===== src/rtl/ifc_init_pkg.sv =====
package ifc_init_pkg;

  // Which single register access the control asks the datapath to place on the bus
  typedef enum logic [3:0] {
    ACC_NONE,
    ACC_RD_ID,
    ACC_RD_STAT,
    ACC_WR_POLL,
    ACC_WR_ONLINE,
    ACC_WR_LINE_ON,
    ACC_WR_LINE_OFF,
    ACC_WR_INTR,
    ACC_WR_OFFLINE
  } accSel_t;

  // Strobes from control to datapath
  typedef struct packed {
    accSel_t accSel;
    logic    timerLoad;
    logic    timerRun;
    logic    finishGreater;
    logic    finishEqual;
  } ctlStrobes_t;

endpackage


===== src/rtl/ifc_init_dp.sv =====
module ifc_init_dp
  import ifc_init_pkg::*;
#(
  parameter int ADDR_W      = 4,
  parameter int DATA_W      = 16,
  parameter int ID_ADDR     = 14,
  parameter int STAT_ADDR   = 1,
  parameter int INTR_ADDR   = 2,
  parameter int POLL_ADDR   = 5,
  parameter int LINE_ADDR   = 6,
  parameter int ONLINE_ADDR = 7,
  parameter int FOREIGN_BIT = 0,
  parameter int SYSCTL_BIT  = 3,
  parameter int CTRL_BIT    = 4,
  parameter int IFC_US      = 100
) (
  input  logic              clk,
  input  logic              rstN,
  input  ctlStrobes_t       strobes,
  input  logic              usTick,
  input  logic [DATA_W-1:0] regRdata,
  output logic              regWe,
  output logic              regRe,
  output logic [ADDR_W-1:0] regAddr,
  output logic [DATA_W-1:0] regWdata,
  output logic              flagForeign,
  output logic              flagSysCtl,
  output logic              flagCtrl,
  output logic              timerZero,
  output logic              done,
  output logic              ccEqual,
  output logic              ccGreater
);

  localparam int TIMER_W = $clog2(IFC_US + 1);
  localparam logic [DATA_W-1:0] POLL_VAL     = DATA_W'('o10);
  localparam logic [DATA_W-1:0] ONLINE_VAL   = DATA_W'('o100200);
  localparam logic [DATA_W-1:0] LINE_ON_VAL  = DATA_W'('o60);
  localparam logic [DATA_W-1:0] LINE_OFF_VAL = DATA_W'('o40);
  localparam logic [DATA_W-1:0] INTR_VAL     = {DATA_W{1'b1}};
  localparam logic [DATA_W-1:0] OFFLINE_VAL  = '0;

  logic [TIMER_W-1:0] timerCnt;

  // Bus drive: one access per cycle
  always_comb begin
    regWe    = 1'b0;
    regRe    = 1'b0;
    regAddr  = '0;
    regWdata = '0;
    unique case (strobes.accSel)
      ACC_RD_ID:       begin regRe = 1'b1; regAddr = ADDR_W'(ID_ADDR); end
      ACC_RD_STAT:     begin regRe = 1'b1; regAddr = ADDR_W'(STAT_ADDR); end
      ACC_WR_POLL:     begin regWe = 1'b1; regAddr = ADDR_W'(POLL_ADDR);   regWdata = POLL_VAL; end
      ACC_WR_ONLINE:   begin regWe = 1'b1; regAddr = ADDR_W'(ONLINE_ADDR); regWdata = ONLINE_VAL; end
      ACC_WR_LINE_ON:  begin regWe = 1'b1; regAddr = ADDR_W'(LINE_ADDR);   regWdata = LINE_ON_VAL; end
      ACC_WR_LINE_OFF: begin regWe = 1'b1; regAddr = ADDR_W'(LINE_ADDR);   regWdata = LINE_OFF_VAL; end
      ACC_WR_INTR:     begin regWe = 1'b1; regAddr = ADDR_W'(INTR_ADDR);   regWdata = INTR_VAL; end
      ACC_WR_OFFLINE:  begin regWe = 1'b1; regAddr = ADDR_W'(ONLINE_ADDR); regWdata = OFFLINE_VAL; end
      default: ;
    endcase
  end

  // Status decode of the word returned by the previous read
  assign flagForeign = regRdata[FOREIGN_BIT];
  assign flagSysCtl  = regRdata[SYSCTL_BIT];
  assign flagCtrl    = regRdata[CTRL_BIT];

  // Interface-clear hold timer, counted in microsecond ticks
  always_ff @(posedge clk) begin
    if (!rstN) begin
      timerCnt <= '0;
    end else if (strobes.timerLoad) begin
      timerCnt <= TIMER_W'(IFC_US);
    end else if (strobes.timerRun && usTick && timerCnt != '0) begin
      timerCnt <= timerCnt - 1'b1;
    end
  end

  assign timerZero = (timerCnt == '0);

  // Result registers
  always_ff @(posedge clk) begin
    if (!rstN) begin
      done      <= 1'b0;
      ccEqual   <= 1'b0;
      ccGreater <= 1'b0;
    end else begin
      done <= strobes.finishGreater | strobes.finishEqual;
      if (strobes.finishGreater) begin
        ccGreater <= 1'b1;
        ccEqual   <= 1'b0;
      end else if (strobes.finishEqual) begin
        ccGreater <= 1'b0;
        ccEqual   <= 1'b1;
      end
    end
  end

  AST_IFC_HELD: assert property (@(posedge clk) disable iff (!rstN)
    (regWe && regAddr == ADDR_W'(LINE_ADDR) && regWdata == LINE_OFF_VAL) |-> (timerCnt == '0)) else $error("clear released early");

  AST_DONE_PULSE: assert property (@(posedge clk) disable iff (!rstN)
    done |=> !done) else $error("done longer than one cycle");

  AST_CC_ONEHOT: assert property (@(posedge clk) disable iff (!rstN)
    done |-> $onehot({ccEqual, ccGreater})) else $error("condition not one-hot");

endmodule


===== src/rtl/ifc_init_ctrl.sv =====
module ifc_init_ctrl
  import ifc_init_pkg::*;
(
  input  logic        clk,
  input  logic        rstN,
  input  logic        startPulse,
  input  logic        flagForeign,
  input  logic        flagSysCtl,
  input  logic        flagCtrl,
  input  logic        timerZero,
  output ctlStrobes_t strobes,
  output logic        busy
);

  typedef enum logic [3:0] {
    S_IDLE,
    S_RD_ID,
    S_CHK_ID,
    S_RD_STAT,
    S_CHK_STAT,
    S_WR_POLL,
    S_WR_ONLINE,
    S_WR_LINE_ON,
    S_WAIT_IFC,
    S_WR_LINE_OFF,
    S_WR_INTR,
    S_RD_FINAL,
    S_CHK_FINAL,
    S_WR_OFFLINE
  } state_t;

  state_t state, stateNext;

  always_ff @(posedge clk) begin
    if (!rstN) state <= S_IDLE;
    else       state <= stateNext;
  end

  always_comb begin
    stateNext = state;
    strobes   = '{accSel: ACC_NONE, timerLoad: 1'b0, timerRun: 1'b0,
                  finishGreater: 1'b0, finishEqual: 1'b0};
    unique case (state)
      S_IDLE:       if (startPulse) stateNext = S_RD_ID;
      S_RD_ID:      begin strobes.accSel = ACC_RD_ID; stateNext = S_CHK_ID; end
      S_CHK_ID: begin
        if (flagForeign) begin
          strobes.finishGreater = 1'b1;
          stateNext = S_IDLE;
        end else begin
          stateNext = S_RD_STAT;
        end
      end
      S_RD_STAT:    begin strobes.accSel = ACC_RD_STAT; stateNext = S_CHK_STAT; end
      S_CHK_STAT: begin
        if (!flagSysCtl) begin
          strobes.finishGreater = 1'b1;
          stateNext = S_IDLE;
        end else begin
          stateNext = S_WR_POLL;
        end
      end
      S_WR_POLL:    begin strobes.accSel = ACC_WR_POLL;   stateNext = S_WR_ONLINE; end
      S_WR_ONLINE:  begin strobes.accSel = ACC_WR_ONLINE; stateNext = S_WR_LINE_ON; end
      S_WR_LINE_ON: begin
        strobes.accSel    = ACC_WR_LINE_ON;
        strobes.timerLoad = 1'b1;
        stateNext         = S_WAIT_IFC;
      end
      S_WAIT_IFC: begin
        strobes.timerRun = 1'b1;
        if (timerZero) stateNext = S_WR_LINE_OFF;
      end
      S_WR_LINE_OFF: begin strobes.accSel = ACC_WR_LINE_OFF; stateNext = S_WR_INTR; end
      S_WR_INTR:     begin strobes.accSel = ACC_WR_INTR;     stateNext = S_RD_FINAL; end
      S_RD_FINAL:    begin strobes.accSel = ACC_RD_STAT;     stateNext = S_CHK_FINAL; end
      S_CHK_FINAL: begin
        if (flagCtrl) begin
          strobes.finishEqual = 1'b1;
          stateNext = S_IDLE;
        end else begin
          stateNext = S_WR_OFFLINE;
        end
      end
      S_WR_OFFLINE: begin
        strobes.accSel        = ACC_WR_OFFLINE;
        strobes.finishGreater = 1'b1;
        stateNext             = S_IDLE;
      end
      default: stateNext = S_IDLE;
    endcase
  end

  assign busy = (state != S_IDLE);

  AST_BUSY_ON_START: assert property (@(posedge clk) disable iff (!rstN)
    (!busy && startPulse) |=> busy) else $error("start not taken");

  AST_FOREIGN_ABORT: assert property (@(posedge clk) disable iff (!rstN)
    (state == S_CHK_ID && flagForeign) |=> !busy) else $error("foreign type not aborted");

  AST_SYSCTL_ABORT: assert property (@(posedge clk) disable iff (!rstN)
    (state == S_CHK_STAT && !flagSysCtl) |=> !busy) else $error("non system controller not aborted");

  AST_RESTART_IGNORED: assert property (@(posedge clk) disable iff (!rstN)
    (busy && startPulse && state != S_RD_ID) |=> (state != S_RD_ID)) else $error("restart while busy");

endmodule


===== src/rtl/ifc_init_seq.sv =====
module ifc_init_seq
  import ifc_init_pkg::*;
#(
  parameter int ADDR_W      = 4,
  parameter int DATA_W      = 16,
  parameter int ID_ADDR     = 14,
  parameter int STAT_ADDR   = 1,
  parameter int INTR_ADDR   = 2,
  parameter int POLL_ADDR   = 5,
  parameter int LINE_ADDR   = 6,
  parameter int ONLINE_ADDR = 7,
  parameter int FOREIGN_BIT = 0,
  parameter int SYSCTL_BIT  = 3,
  parameter int CTRL_BIT    = 4,
  parameter int IFC_US      = 100
) (
  input  logic              clk,
  input  logic              rstN,
  input  logic              startPulse,
  input  logic              usTick,
  input  logic [DATA_W-1:0] regRdata,
  output logic              regWe,
  output logic              regRe,
  output logic [ADDR_W-1:0] regAddr,
  output logic [DATA_W-1:0] regWdata,
  output logic              busy,
  output logic              done,
  output logic              ccEqual,
  output logic              ccGreater
);

  ctlStrobes_t strobes;
  logic flagForeign, flagSysCtl, flagCtrl, timerZero;

  ifc_init_ctrl u_ctrl (
    .clk         (clk),
    .rstN        (rstN),
    .startPulse  (startPulse),
    .flagForeign (flagForeign),
    .flagSysCtl  (flagSysCtl),
    .flagCtrl    (flagCtrl),
    .timerZero   (timerZero),
    .strobes     (strobes),
    .busy        (busy)
  );

  ifc_init_dp #(
    .ADDR_W      (ADDR_W),
    .DATA_W      (DATA_W),
    .ID_ADDR     (ID_ADDR),
    .STAT_ADDR   (STAT_ADDR),
    .INTR_ADDR   (INTR_ADDR),
    .POLL_ADDR   (POLL_ADDR),
    .LINE_ADDR   (LINE_ADDR),
    .ONLINE_ADDR (ONLINE_ADDR),
    .FOREIGN_BIT (FOREIGN_BIT),
    .SYSCTL_BIT  (SYSCTL_BIT),
    .CTRL_BIT    (CTRL_BIT),
    .IFC_US      (IFC_US)
  ) u_dp (
    .clk         (clk),
    .rstN        (rstN),
    .strobes     (strobes),
    .usTick      (usTick),
    .regRdata    (regRdata),
    .regWe       (regWe),
    .regRe       (regRe),
    .regAddr     (regAddr),
    .regWdata    (regWdata),
    .flagForeign (flagForeign),
    .flagSysCtl  (flagSysCtl),
    .flagCtrl    (flagCtrl),
    .timerZero   (timerZero),
    .done        (done),
    .ccEqual     (ccEqual),
    .ccGreater   (ccGreater)
  );

  AST_ONE_ACCESS: assert property (@(posedge clk) disable iff (!rstN)
    !(regWe && regRe)) else $error("two accesses in one cycle");

endmodule


===== config.mk =====
export PLATFORM = sky130hd
export DESIGN_NAME = ifc_init_seq
export DESIGN_NICKNAME = d
export VERILOG_FILES = /design/src/rtl/ifc_init_pkg.sv /design/src/rtl/ifc_init_dp.sv /design/src/rtl/ifc_init_ctrl.sv /design/src/rtl/ifc_init_seq.sv
export SDC_FILE = /design/constraint.sdc
export NUM_CORES = 1
export LEC_CHECK = 0
export ABC_CLOCK_PERIOD_IN_PS = 1600
export BUFFER_PORTS_ARGS = -buffer_cell sky130_fd_sc_hd__buf_4
export CORE_UTILIZATION = 30
export DETAILED_ROUTE_END_ITERATION = 6
export GPL_ROUTABILITY_DRIVEN = 1
export PLACE_DENSITY = 0.66
export SYNTH_ARGS = -nofsm -noshare
export SYNTH_HDL_FRONTEND = slang
export SYNTH_SLANG_ARGS = --single-unit

===== constraint.sdc =====
create_clock -name clk -period 1.6 [get_ports clk]
set_input_delay 0 -clock clk [delete_from_list [all_inputs] [get_ports clk]]
set_output_delay 0 -clock clk [all_outputs]
set_load 0.01 [all_outputs]

==> out/metrics.cfg <==
[run_status]
status = finished with violations
violations = negative setup slack

[hold_path]
min_path_cells = 2
hold_start = rstN
hold_path.class = input pin to flop
hold_end = u_dp.ccGreater

[critical_path]
required_ns = 1.81
rr_worst_depth = 3
r2r_setup_slack_ns = -0.03
r2r-start = u_ctrl.state[2]
crit_arrival_ns = 1.84
crit_type = flop to flop
cp-start-kind = flop
cp_max_fo = 3
cp-end-kind = flop
reg2reg_to = u_dp.timerCnt[5]

[place]
hpwlAfterDp_um = 2170
io_buffers = 32
place_ws_ns = -0.103
gp_congestion = 0.869

[synthesis]
syn_area_um2 = 1080
ys_ff_latch = 14
synth_ff_type = dfxtp_1
yosysWarnings = 0
synth_edf_count = 0
netlist_instances = 139
ys_async_sr_fraction_pct = 0
ys_types = 45
syn_nets = 161
avgSynthCellArea_um2 = 7.80
ys_seq_area_share_pct = 25.8

[clock_tree]
cts_tree = done
htreeDepth = 1
cts.sinks = 14
clk_pin_slew_ns = 0.09
clk_latency_ns = 0.29
hold_buffers = 0
clk_path_buf_depth = 2
root_buffer = clkbuf_4
cts_buffers = 3

[die]
num_rows = 21
core_area_um2 = 3390
die_h_um = 62.1
io_pins = 46
die_w_um = 62.1
die-area_um2 = 3860
start_util_pct = 32.0

[sta]
fin_ws_ns = -0.0275
maxSlewHeadroom_pct = 73.6
period_needed_ns = 1.63
hold_ws_ns = 0.0300
clock.fmax_ghz = 0.614
hold_viol = 0
maxSlewViolCount = 0
clock_skew_ns = 0.000456
tightest_slew_ns = 0.395
finalSetupViolCount = 2
post-route-period-util_pct = 102
rsz0062_at_grt = yes

[global_routing]
grt_usage_pct = 16.4
antenna_found_initial = 0
grt_pass1_wl_um = 5150
grt_max_degree = 20
overflow = 0
grt_pass1_vias = 1114

[detailed_routing]
wl_per_cell_um = 14.3
via_per_inst = 5.41
drt-total-wl_um = 3080
first_pass_iters = 4
vias = 1163
drt_iter0_markers = 30
detail-route-antenna-nets = 0
drc = 0

[layout]
fin_nets = 193
diodes = 0
syn_to_final_growth_pct = 37.4
drive_gt1_share_pct = 43.8

[pwr]
leakage_nw = 0.664
vdd_ir_drop_max_mv = 0.180
power_density_nw_per_um2 = 578

[flow_run]
cap_violations = 0

flip-flops by register name, indices dropped and copies added, names as in the netlist:
register and cells:
u_dp.ccGreater 1, u_dp.timerCnt 7, u_ctrl.state 4, u_dp.ccEqual 1, u_dp.done 1
layout make-up:
cell class | instances | area, um^2
Clock buffer | 3 | 22.5
Fill cell | 328 | 1900
Inverter | 6 | 22.5
Multi-Input combinational cell | 97 | 729
Sequential cell | 14 | 287
Tap cell | 46 | 57.6
Timing Repair Buffer | 49 | 372
how the worst max path moves through the flow:
| stage | slack [ns] | from | end | cells past startpoint |
|---|---|---|---|---|
| 2_1_floorplan | -0.14 | u_ctrl.state[2] | u_dp.timerCnt[5] | 5 |
| 3_3_place_gp | -0.04 | u_ctrl.state[0] | u_dp.timerCnt[3] | 3 |
| 3_5_place_dp | -0.10 | u_dp.timerCnt[0] | u_dp.timerCnt[5] | 5 |
| 4_1_cts | -0.04 | u_ctrl.state[0] | u_dp.timerCnt[3] | 3 |
| 5_1_grt | -0.06 | u_ctrl.state[2] | u_dp.timerCnt[3] | 3 |
| 6_report | -0.03 | u_ctrl.state[2] | u_dp.timerCnt[5] | 3 |
synthesized netlist by cell type, drive strengths merged, types with 2 or more instances:
| cell | instances | area share, % |
|---|---|---|
| dfxtp | 14 | 26 |
| buf | 13 | 8.5 |
| clkbuf | 9 | 3.2 |
| nor2 | 9 | 3.1 |
| o21ai | 7 | 3.2 |
| inv | 6 | 2.1 |
| nand2 | 6 | 2.1 |
| nand2b | 6 | 3.5 |
| a211oi | 5 | 3.5 |
| nand3 | 5 | 2.3 |
| a21oi | 4 | 1.8 |
| and2 | 4 | 2.3 |
| mux2i | 4 | 3.7 |
| a31oi | 3 | 1.7 |
| nand3b | 3 | 2.1 |
| or4 | 3 | 2.1 |
| ha | 2 | 2.3 |
| nor2b | 2 | 1.2 |
| nor3 | 2 | 0.92 |
| nor4 | 2 | 1.2 |
| nor4b | 2 | 1.6 |
| o2111ai | 2 | 1.6 |
| o211a | 2 | 1.8 |
| o22ai | 2 | 1.2 |
| o31a | 2 | 1.6 |
| o31ai | 2 | 1.4 |
| or3b | 2 | 1.6 |
kinds of logic (layout without fill, tap and decap cells):
kind of cell	count (synthesis)	in the layout	synth area share [%]
DFF	14	14	25.8
and+or+nand+nor	52	52	28.0
muxes	4	4	3.69
adders and majority gates	2	2	2.31
AOI/OAI and AO/OA	38	38	25.5
xor gates and xnor gates	1	1	0.808
buffers and inverters	28	58	13.8
where the power goes:
part / internal (mW) / switching (mW)
logic: 0.123 / 0.152
registers: 0.363 / 0.00837
clock network: 0.0877 / 0.128
total: 0.573 / 0.288
per-layer routing:
layer  vias up  part of all wire, %  wire length [um]  track usage [%]
met5         -                    0                 0                0
met4         0                  1.9                59             5.23
met3         7                  2.8                86             2.76
met2        22                   51              1580             28.2
met1       561                   44              1360             20.7
li1        573                    -                 -                -
cell usage in the layout, fill, tap and decap left out, types with 2 or more instances in the layout:
| cell type | instances |
|---|---|
| inv_1 | 6 |
| o31ai_1 | 2 |
| o21ai_0 | 7 |
| o211a_1 | 2 |
| and2_1 | 4 |
| dfxtp_2 | 5 |
| o31a_1 | 2 |
| or4_4 | 2 |
| nand2b_1 | 3 |
| clkbuf_4 | 3 |
| nand2b_2 | 2 |
| nor3_1 | 2 |
| a21oi_1 | 4 |
| nor4_1 | 2 |
| a211oi_1 | 3 |
| o2111ai_1 | 2 |
| mux2i_1 | 4 |
| nor2_1 | 8 |
| dfxtp_1 | 9 |
| nand3_1 | 5 |
| nand2_1 | 6 |
| buf_4 | 48 |
| nand3b_1 | 3 |
| a31oi_1 | 3 |
| o22ai_1 | 2 |
stage by stage:
step	util (%)	power, mW	TNS [ns]	instance area (um^2)	instances
finish	44.0	0.861	-0.0400	1490	215
global placement	40.6	0.624	-0.0641	1380	211
detailed placement	40.6	0.631	-0.224	1380	211
global route	44.0	0.905	-0.127	1490	215
floorplan	-	0.533	-0.286	1090	139
CTS	42.0	0.842	-0.0949	1420	214
what timing repair did:
item | in CTS | in global routing
resized for setup | 8 | 17
setup buffers | 0 | 1
endpoints found under the setup margin | 5 | 24
gates cloned | 0 | 0
pin swaps | 2 | 3
critical path: stages, from the launching register on:
cell      delay [ns]
dfxtp_2         0.33
or4b_4          0.55
or4_4           0.44
a221oi_2        0.24
(Power assumes the default switching activity.)
